[config.mk]
export PLATFORM = sky130hd
export DESIGN_NAME = bitslip_aligner
export DESIGN_NICKNAME = d
export VERILOG_FILES = /design/src/rtl/bsa_pkg.sv /design/src/rtl/bsa_slip_detect.sv /design/src/rtl/bsa_slip_counter.sv /design/src/rtl/bsa_window_select.sv /design/src/rtl/bitslip_aligner.sv
export SDC_FILE = /design/constraint.sdc
export NUM_CORES = 1
export LEC_CHECK = 0
export ABC_AREA = 0
export BUFFER_PORTS_ARGS = -buffer_cell sky130_fd_sc_hd__buf_4
export CORE_ASPECT_RATIO = 1.5
export CORE_MARGIN = 4
export CORE_UTILIZATION = 25
export CTS_BUF_LIST = sky130_fd_sc_hd__clkbuf_4 sky130_fd_sc_hd__clkbuf_8 sky130_fd_sc_hd__clkbuf_16
export DETAILED_ROUTE_END_ITERATION = 7
export PLACE_DENSITY_LB_ADDON = 0.2
export SLEW_MARGIN = 40
export SYNTH_ARGS = -nofsm -noshare
export SYNTH_HDL_FRONTEND = slang
export SYNTH_SLANG_ARGS = --single-unit
[constraint.sdc]
create_clock -name clk -period 2.88 [get_ports clk]
set_input_delay 0.576 -clock clk [delete_from_list [all_inputs] [get_ports clk]]
set_output_delay 0.576 -clock clk [all_outputs]
set_load 0.01 [all_outputs]
[src/rtl/bsa_pkg.sv]
package bsa_pkg;
   typedef enum int {
      BSA_SEL_INDEXED = 0,
      BSA_SEL_LOG     = 1
   } bsa_sel_e;

   localparam int BSA_MIN_SYNC = 2;
endpackage

[src/rtl/bsa_slip_detect.sv]
module bsa_slip_detect #(
   parameter int SYNC_STAGES = 2
) (
   input  logic clk,
   input  logic rst,
   input  logic mode_en,
   input  logic req_async,
   output logic slip_pulse
);
   import bsa_pkg::*;

   initial begin : param_check
      assert (SYNC_STAGES >= BSA_MIN_SYNC)
         else $fatal(1, "SYNC_STAGES below minimum");
   end

   logic sync_q [SYNC_STAGES];
   logic seen_q;

   for (genvar i = 0; i < SYNC_STAGES; i++) begin : g_stage
      if (i == 0) begin : g_first
         always_ff @(posedge clk) begin
            if (rst) sync_q[0] <= 1'b0;
            else     sync_q[0] <= req_async;
         end
      end else begin : g_next
         always_ff @(posedge clk) begin
            if (rst) sync_q[i] <= 1'b0;
            else     sync_q[i] <= sync_q[i-1];
         end
      end
   end

   always_ff @(posedge clk) begin
      if (rst) seen_q <= 1'b0;
      else     seen_q <= sync_q[SYNC_STAGES-1];
   end

   assign slip_pulse = mode_en & sync_q[SYNC_STAGES-1] & ~seen_q;

   assert_single_pulse_R5: assert property (@(posedge clk) disable iff (rst)
      slip_pulse |=> !slip_pulse);
endmodule

[src/rtl/bsa_slip_counter.sv]
module bsa_slip_counter #(
   parameter int CNT_W = 5,
   parameter int LIMIT = 9
) (
   input  logic             clk,
   input  logic             rst,
   input  logic             adv,
   output logic [CNT_W-1:0] count
);
   localparam logic [CNT_W-1:0] TOP = CNT_W'(LIMIT);

   initial begin : param_check
      assert (LIMIT >= 1 && LIMIT < (1 << CNT_W))
         else $fatal(1, "LIMIT does not fit CNT_W");
   end

   always_ff @(posedge clk) begin
      if (rst)           count <= '0;
      else if (adv) begin
         if (count == TOP) count <= '0;
         else              count <= count + 1'b1;
      end
   end

   assert_advance_R1: assert property (@(posedge clk) disable iff (rst)
      (adv && count != TOP) |=> count == $past(count) + 1'b1);
   assert_wrap_R6: assert property (@(posedge clk) disable iff (rst)
      (adv && count == TOP) |=> count == '0);
   assert_hold_R5: assert property (@(posedge clk) disable iff (rst)
      !adv |=> $stable(count));
   assert_range_R4: assert property (@(posedge clk) disable iff (rst)
      count <= TOP);
endmodule

[src/rtl/bsa_window_select.sv]
module bsa_window_select
   import bsa_pkg::*;
#(
   parameter int       DATA_W = 10,
   parameter int       OFF_W  = 4,
   parameter bsa_sel_e STYLE  = BSA_SEL_LOG
) (
   input  logic [2*DATA_W-1:0] pair,
   input  logic [OFF_W-1:0]    offset,
   output logic [DATA_W-1:0]   word
);
   if (STYLE == BSA_SEL_INDEXED) begin : g_indexed
      assign word = pair[offset +: DATA_W];
   end else begin : g_log
      logic [2*DATA_W-1:0] stg [OFF_W+1];
      assign stg[0] = pair;
      for (genvar s = 0; s < OFF_W; s++) begin : g_step
         localparam int SH = 1 << s;
         assign stg[s+1] = offset[s] ? (stg[s] >> SH) : stg[s];
      end
      assign word = stg[OFF_W][DATA_W-1:0];
   end
endmodule

[src/rtl/bitslip_aligner.sv]
module bitslip_aligner
   import bsa_pkg::*;
#(
   parameter int       DATA_W      = 10,
   parameter int       CNT_W       = 5,
   parameter int       SYNC_STAGES = 2,
   parameter bsa_sel_e SEL_STYLE   = BSA_SEL_LOG
) (
   input  logic              clk,
   input  logic              rst,
   input  logic              slip_mode_en,
   input  logic              slip_req_async,
   input  logic [DATA_W-1:0] rx_word,
   output logic [DATA_W-1:0] aligned_word,
   output logic [CNT_W-1:0]  slip_count
);
   localparam int OFF_W = (DATA_W > 2) ? $clog2(DATA_W) : 1;

   initial begin : param_check
      assert (DATA_W >= 2) else $fatal(1, "DATA_W must be at least 2");
      assert (CNT_W >= OFF_W) else $fatal(1, "CNT_W too narrow for DATA_W");
   end

   logic                slip_pulse;
   logic [DATA_W-1:0]   prev_q;
   logic [DATA_W-1:0]   sel_word;
   logic [OFF_W-1:0]    offset;

   bsa_slip_detect #(.SYNC_STAGES(SYNC_STAGES)) u_detect (
      .clk(clk), .rst(rst), .mode_en(slip_mode_en),
      .req_async(slip_req_async), .slip_pulse(slip_pulse));

   bsa_slip_counter #(.CNT_W(CNT_W), .LIMIT(DATA_W-1)) u_count (
      .clk(clk), .rst(rst), .adv(slip_pulse), .count(slip_count));

   assign offset = OFF_W'(slip_count);

   bsa_window_select #(.DATA_W(DATA_W), .OFF_W(OFF_W), .STYLE(SEL_STYLE)) u_sel (
      .pair({rx_word, prev_q}), .offset(offset), .word(sel_word));

   always_ff @(posedge clk) begin
      if (rst) begin
         prev_q       <= '0;
         aligned_word <= '0;
      end else begin
         prev_q       <= rx_word;
         aligned_word <= sel_word;
      end
   end

   assert_mode_off_R7: assert property (@(posedge clk) disable iff (rst)
      !slip_mode_en |=> $stable(slip_count));
   assert_zero_offset_R2: assert property (@(posedge clk) disable iff (rst)
      (slip_count == '0) |=> aligned_word == $past(prev_q));
   assert_full_offset_R9: assert property (@(posedge clk) disable iff (rst)
      (slip_count == CNT_W'(DATA_W-1)) |=>
      aligned_word[0] == $past(prev_q[DATA_W-1]));
endmodule

== Word-level counts from Yosys, hierarchy flattened ==
Memories as Yosys holds them, arrays and structs flattened.
Index checks and enable logic that the tools add are counted.

* Flip-flop bits (word level): 26
* Latch bits: 0
* RAM bits: 2
* ROM bits: 0
* Input bits: 14
* Output and inout port bits: 15
* Logic and storage cells: 22
* Memories kept: 1

{| class="wikitable"
|+ Memory list
! memory !! depth !! width !! read ports !! clocked after memory_dff !! write ports !! RTL line !! text
|-
| u_detect.sync_q || 2 || 1 || 2 || 0 || 2 || bsa_slip_detect.sv:17 || <nowiki>logic sync_q [SYNC_STAGES];</nowiki>
|}

* Add/subtract/negate cells: 1
* Multipliers: 0
* Divide/modulo/power cells: 0
* $lt $le $gt $ge: 0
* Eq/ne operators: 1
* Shift operators: 0
* Multiplexer cells: 10
* Bitwise logic cells: 5
* Reduce and logical (&&, ||, !) cells: 0

{| class="wikitable"
|+ Operator list
! kind !! count
|-
| 20-bit two-way mux || 2
|-
| 18-bit two-way mux || 1
|-
| 10-bit two-way mux || 1
|-
| 5-bit by 1-bit adder with 5-bit output, second input constant || 1
|-
| 5-bit by 4-bit equality test with 1-bit output, second input constant || 1
|-
| 1-bit two-way mux || 5
|-
| 5-bit two-way mux || 1
|-
| 1-bit AND || 2
|-
| 1-bit OR || 2
|-
| 1-bit inverter || 1
|}

== Longest topological paths before layout ==
* Depth in word-level cells: 4
* Depth in mapped cells: 6
* Depth with buffers taken out: 4

== Hierarchy ==
Synthesis repeated with hierarchy kept, for this count alone.

* Cell total of the unflattened synthesis: 144
* Area, all modules: 1823.0 µm²

{| class="wikitable"
|+ Modules (own cells, without submodules)
! module !! instances !! cells each !! area each (µm²) !! sequential area each (µm²)
|-
| bsa_window_select || 1 || 71 || 887.1 || 0.0
|-
| bitslip_aligner || 1 || 42 || 618.1 || 400.4
|-
| bsa_slip_counter || 1 || 24 || 230.2 || 100.1
|-
| bsa_slip_detect || 1 || 7 || 87.6 || 60.1
|}

== Least setup slack after synthesis ==
OpenSTA, ideal clock, no wires.

* Path type: flip-flop to flip-flop
* From: register u_count.count[1]
* To: register aligned_word[2]
* Library setup time: 0.137 ns
* Arrival: 1.513 ns
* Required time: 2.743 ns
* Slack: 1.230 ns
* Cell stages (with the launch flop): 6
* Buffers on the path: 2
* Cells stage by stage: dfxtp_1 buf_6 buf_6 mux4_2 a32oi_1 o221ai_1

* Word-level cells in the longest chain between the ends: 3

{| class="wikitable"
|+ RTL lines
! element !! RTL line !! text
|-
| start: declaration || bsa_slip_counter.sv:8 || <nowiki>output logic [CNT_W-1:0] count</nowiki>
|-
| start signal: assignment || bsa_slip_counter.sv:21 || <nowiki>else count <= count + 1'b1;</nowiki>
|-
| 20-bit two-way mux || bsa_window_select.sv:19 || <nowiki>assign stg[s+1] = offset[s] ? (stg[s] >> SH) : stg[s];</nowiki>
|-
| 18-bit two-way mux || bsa_window_select.sv:19 ||
|-
| 10-bit two-way mux || bsa_window_select.sv:19 ||
|-
| end signal: assignment || bitslip_aligner.sv:47 || <nowiki>aligned_word <= sel_word;</nowiki>
|-
| end: declaration || bitslip_aligner.sv:14 || <nowiki>output logic [DATA_W-1:0] aligned_word,</nowiki>
|}

Every way passes these cells.
A chain may end at the register's enable or synchronous reset.

== Worst setup path after layout ==
* From: register u_count.count[3]
* To: output slip_count[3]

{| class="wikitable"
|+ RTL lines
! element !! RTL line !! text
|-
| end: declaration || bitslip_aligner.sv:15 || <nowiki>output logic [CNT_W-1:0] slip_count</nowiki>
|}

No word-level cell between the ends.

==> results.json <==
{
  "setup_tns_ns": 0,
  "maxSlewHeadroom_pct": 48.63,
  "clk_pin_slew_ns": 0.11,
  "h-tree-depth": 1,
  "grt_usage_pct": 12.71,
  "ys_ff_latch": 28,
  "clk_latency_ns": 0.29,
  "grt_overflow_total": 0,
  "power_mw": 0.8770,
  "layout-drive-gt1-share_pct": 30.57,
  "cp_slowest_stage_delay_ns": 0.84,
  "numCtsBuffers": 3,
  "postSynthCellCount": 170,
  "synth_edf_count": 0,
  "nets": 210,
  "routed_wl_um": 4592,
  "leakage_nw": 0.7528,
  "start_kind": "flip-flop",
  "fin_util_pct": 31.06,
  "dp_hpwl_um": 3446,
  "routedWlPerCell_um": 17.07,
  "cp_slowest_cell": "dfxtp_1",
  "die_area_um2": 8097,
  "path_cells": "buf_4",
  "worst_hold_path_type": "flip-flop to flip-flop",
  "pwr-share-comb_pct": 15.8,
  "max_freq_mhz": 516.1,
  "fin_crit_sh_pct": 67.28,
  "fp.dieW_um": 74.82,
  "syn_area_um2": 1674,
  "grt_pass1_vias": 1470,
  "final_common_cell": "buf_4",
  "synthArstFlopShare_pct": 0,
  "fin_ws_ns": 0.9422,
  "dieHeight_um": 108.2,
  "antenna_found_initial": 0,
  "synth_cell_types": 44,
  "post-place-ws_ns": 0.7737,
  "n_antenna_cell": 0,
  "cp_data_arrival_time_ns": 1.36,
  "gp_congestion": 0.8404,
  "syn_to_final_growth_pct": 20.33,
  "yosys_warnings": 0,
  "io_pins": 29,
  "route.detailed.drc": 0,
  "cp.required_ns": 2.30,
  "swShare_pct": 24.39,
  "start_util_pct": 25.81,
  "fin_skew_ns": 0.01025,
  "avgSynthCellArea_um2": 9.848,
  "holdBufCountCts": 0,
  "cts.repair_timing.setup_buffer_count": 0,
  "synth_nets": 186,
  "path_class": "flip-flop to output pin",
  "grt_max_degree": 27,
  "cp-end-kind": "output pin",
  "clock_path_buffers": 2,
  "antenna_left": 0,
  "worst-path-buf-inv": 1,
  "port_buffers": 28,
  "initialDrtViolationCount": 88,
  "worstMarginPinSlew_ns": 0.7696,
  "peakVddDrop_mv": 0.2618,
  "final_cell_mix": "buf_4, dfxtp_1, nor2b_1, mux2i_1, nand2_1",
  "cap_viol_max_count": 0,
  "clkPwrFrac_pct": 36.3,
  "power.internal_mw": 0.6631,
  "via_per_inst": 5.093,
  "cts_tree": "yes",
  "vias": 1370,
  "seq_power_share_pct": 47.9,
  "num_rows": 36,
  "cts-root-buf": "clkbuf_8",
  "yosysSeqAreaShare_pct": 33.48,
  "cts-resized-gates": 0,
  "grt_pass1_wl_um": 7803,
  "min_period_ns": 1.938,
  "setup_violations": 0,
  "dr.pass1.iters": 4,
  "cp_top_family": "flip-flops",
  "crit_fanout": 19,
  "power-per-cell-area_nw_per_um2": 435.4,
  "core_area_um2": 6486,
  "cts.sinks": 28,
  "p_sw_mw": 0.2139,
  "holdWs_ns": 0.4526,
  "grt_setup_unrepaired": "false",
  "finalHoldViolations": 0,
  "synth_ff_type": "dfxtp_1",
  "status": "complete, no violations",
  "drv_slew": 0
}
-- metal layers --
metal / up-vias / wire length (um) / GRT usage, %
met4: 0 / 147 / 7.252
met2: 40 / 2312 / 20.44
li1: 664 / - / -
met3: 10 / 181 / 1.581
met5: - / 0 / 0
met1: 656 / 1950 / 16.03
-- power groups by stage --
stage | Combinational, mW | Sequential [mW] | Clock (mW)
2_1_floorplan | 0.0836 | 0.426 | 0
3_3_place_gp | 0.139 | 0.429 | 0
3_5_place_dp | 0.139 | 0.429 | 0
4_1_cts | 0.139 | 0.420 | 0.337
5_1_grt | 0.151 | 0.423 | 0.351
6_report | 0.138 | 0.420 | 0.319
-- sequential cells by signal (all words and copies together) (netlist names) --
name,flops
u_detect.seen_q,1
aligned_word,10
u_detect.sync_q,2
prev_q,10
u_count.count,5
-- area by class of cell --
cell class	count	area (um2)
tap	76	95.09
multi-input combinational	124	1020
sequential	28	561.8
timing repair buffer	34	255.2
fill	725	4472
inverter	3	11.26
clock inverter	1	30.03
clock buffer	3	41.29
-- cell usage after synthesis (3+ instances only) --
cell type  count  area share [%]
a211oi_1       4             1.8
a21oi_1        6             1.8
clkbuf_1       6             1.3
dfxtp_1       28              33
mux2_2         6             4.0
mux2i_1       15             9.0
mux4_2         9              12
nand2_1       14             3.1
nand2b_1       4             1.5
nand4_1        3             1.1
nor2_1        13             2.9
nor2b_1       15             5.6
nor3_1         3            0.90
o21ai_0        3            0.90
-- cell families after synthesis --
logic type               synth area share (%)
AO/OA/AOI/OAI                           12.18
AND/OR/NAND/NOR                         18.46
buffers and inverters                   5.605
XOR/XNOR                                2.093
multiplexers                            26.68
flip-flops                              33.48
adder cells (fa/ha/maj)                 1.495
-- path summary, 6_finish.rpt --
| check | start | endpoint | slack, ns | cells past startpoint |
|---|---|---|---|---|
| setup / recovery | u_count.count[3] | slip_count[3] | 0.94 | 1 |
| hold / removal | u_detect.sync_q[0] | u_detect.sync_q[1] | 0.45 | 1 |
| setup reg to reg | u_count.count[1] | aligned_word[2] | 1.05 | 5 |
| hold reg to reg | u_detect.sync_q[0] | u_detect.sync_q[1] | 0.45 | 1 |
-- stage by stage --
step / cells / area [um2]
2_1_floorplan: 170 / 1674
3_3_place_gp: 265 / 1942
3_5_place_dp: 265 / 1942
4_1_cts: 269 / 2013
5_1_grt: 269 / 2014
6_report: 269 / 2014
(Power assumes the default switching activity.)
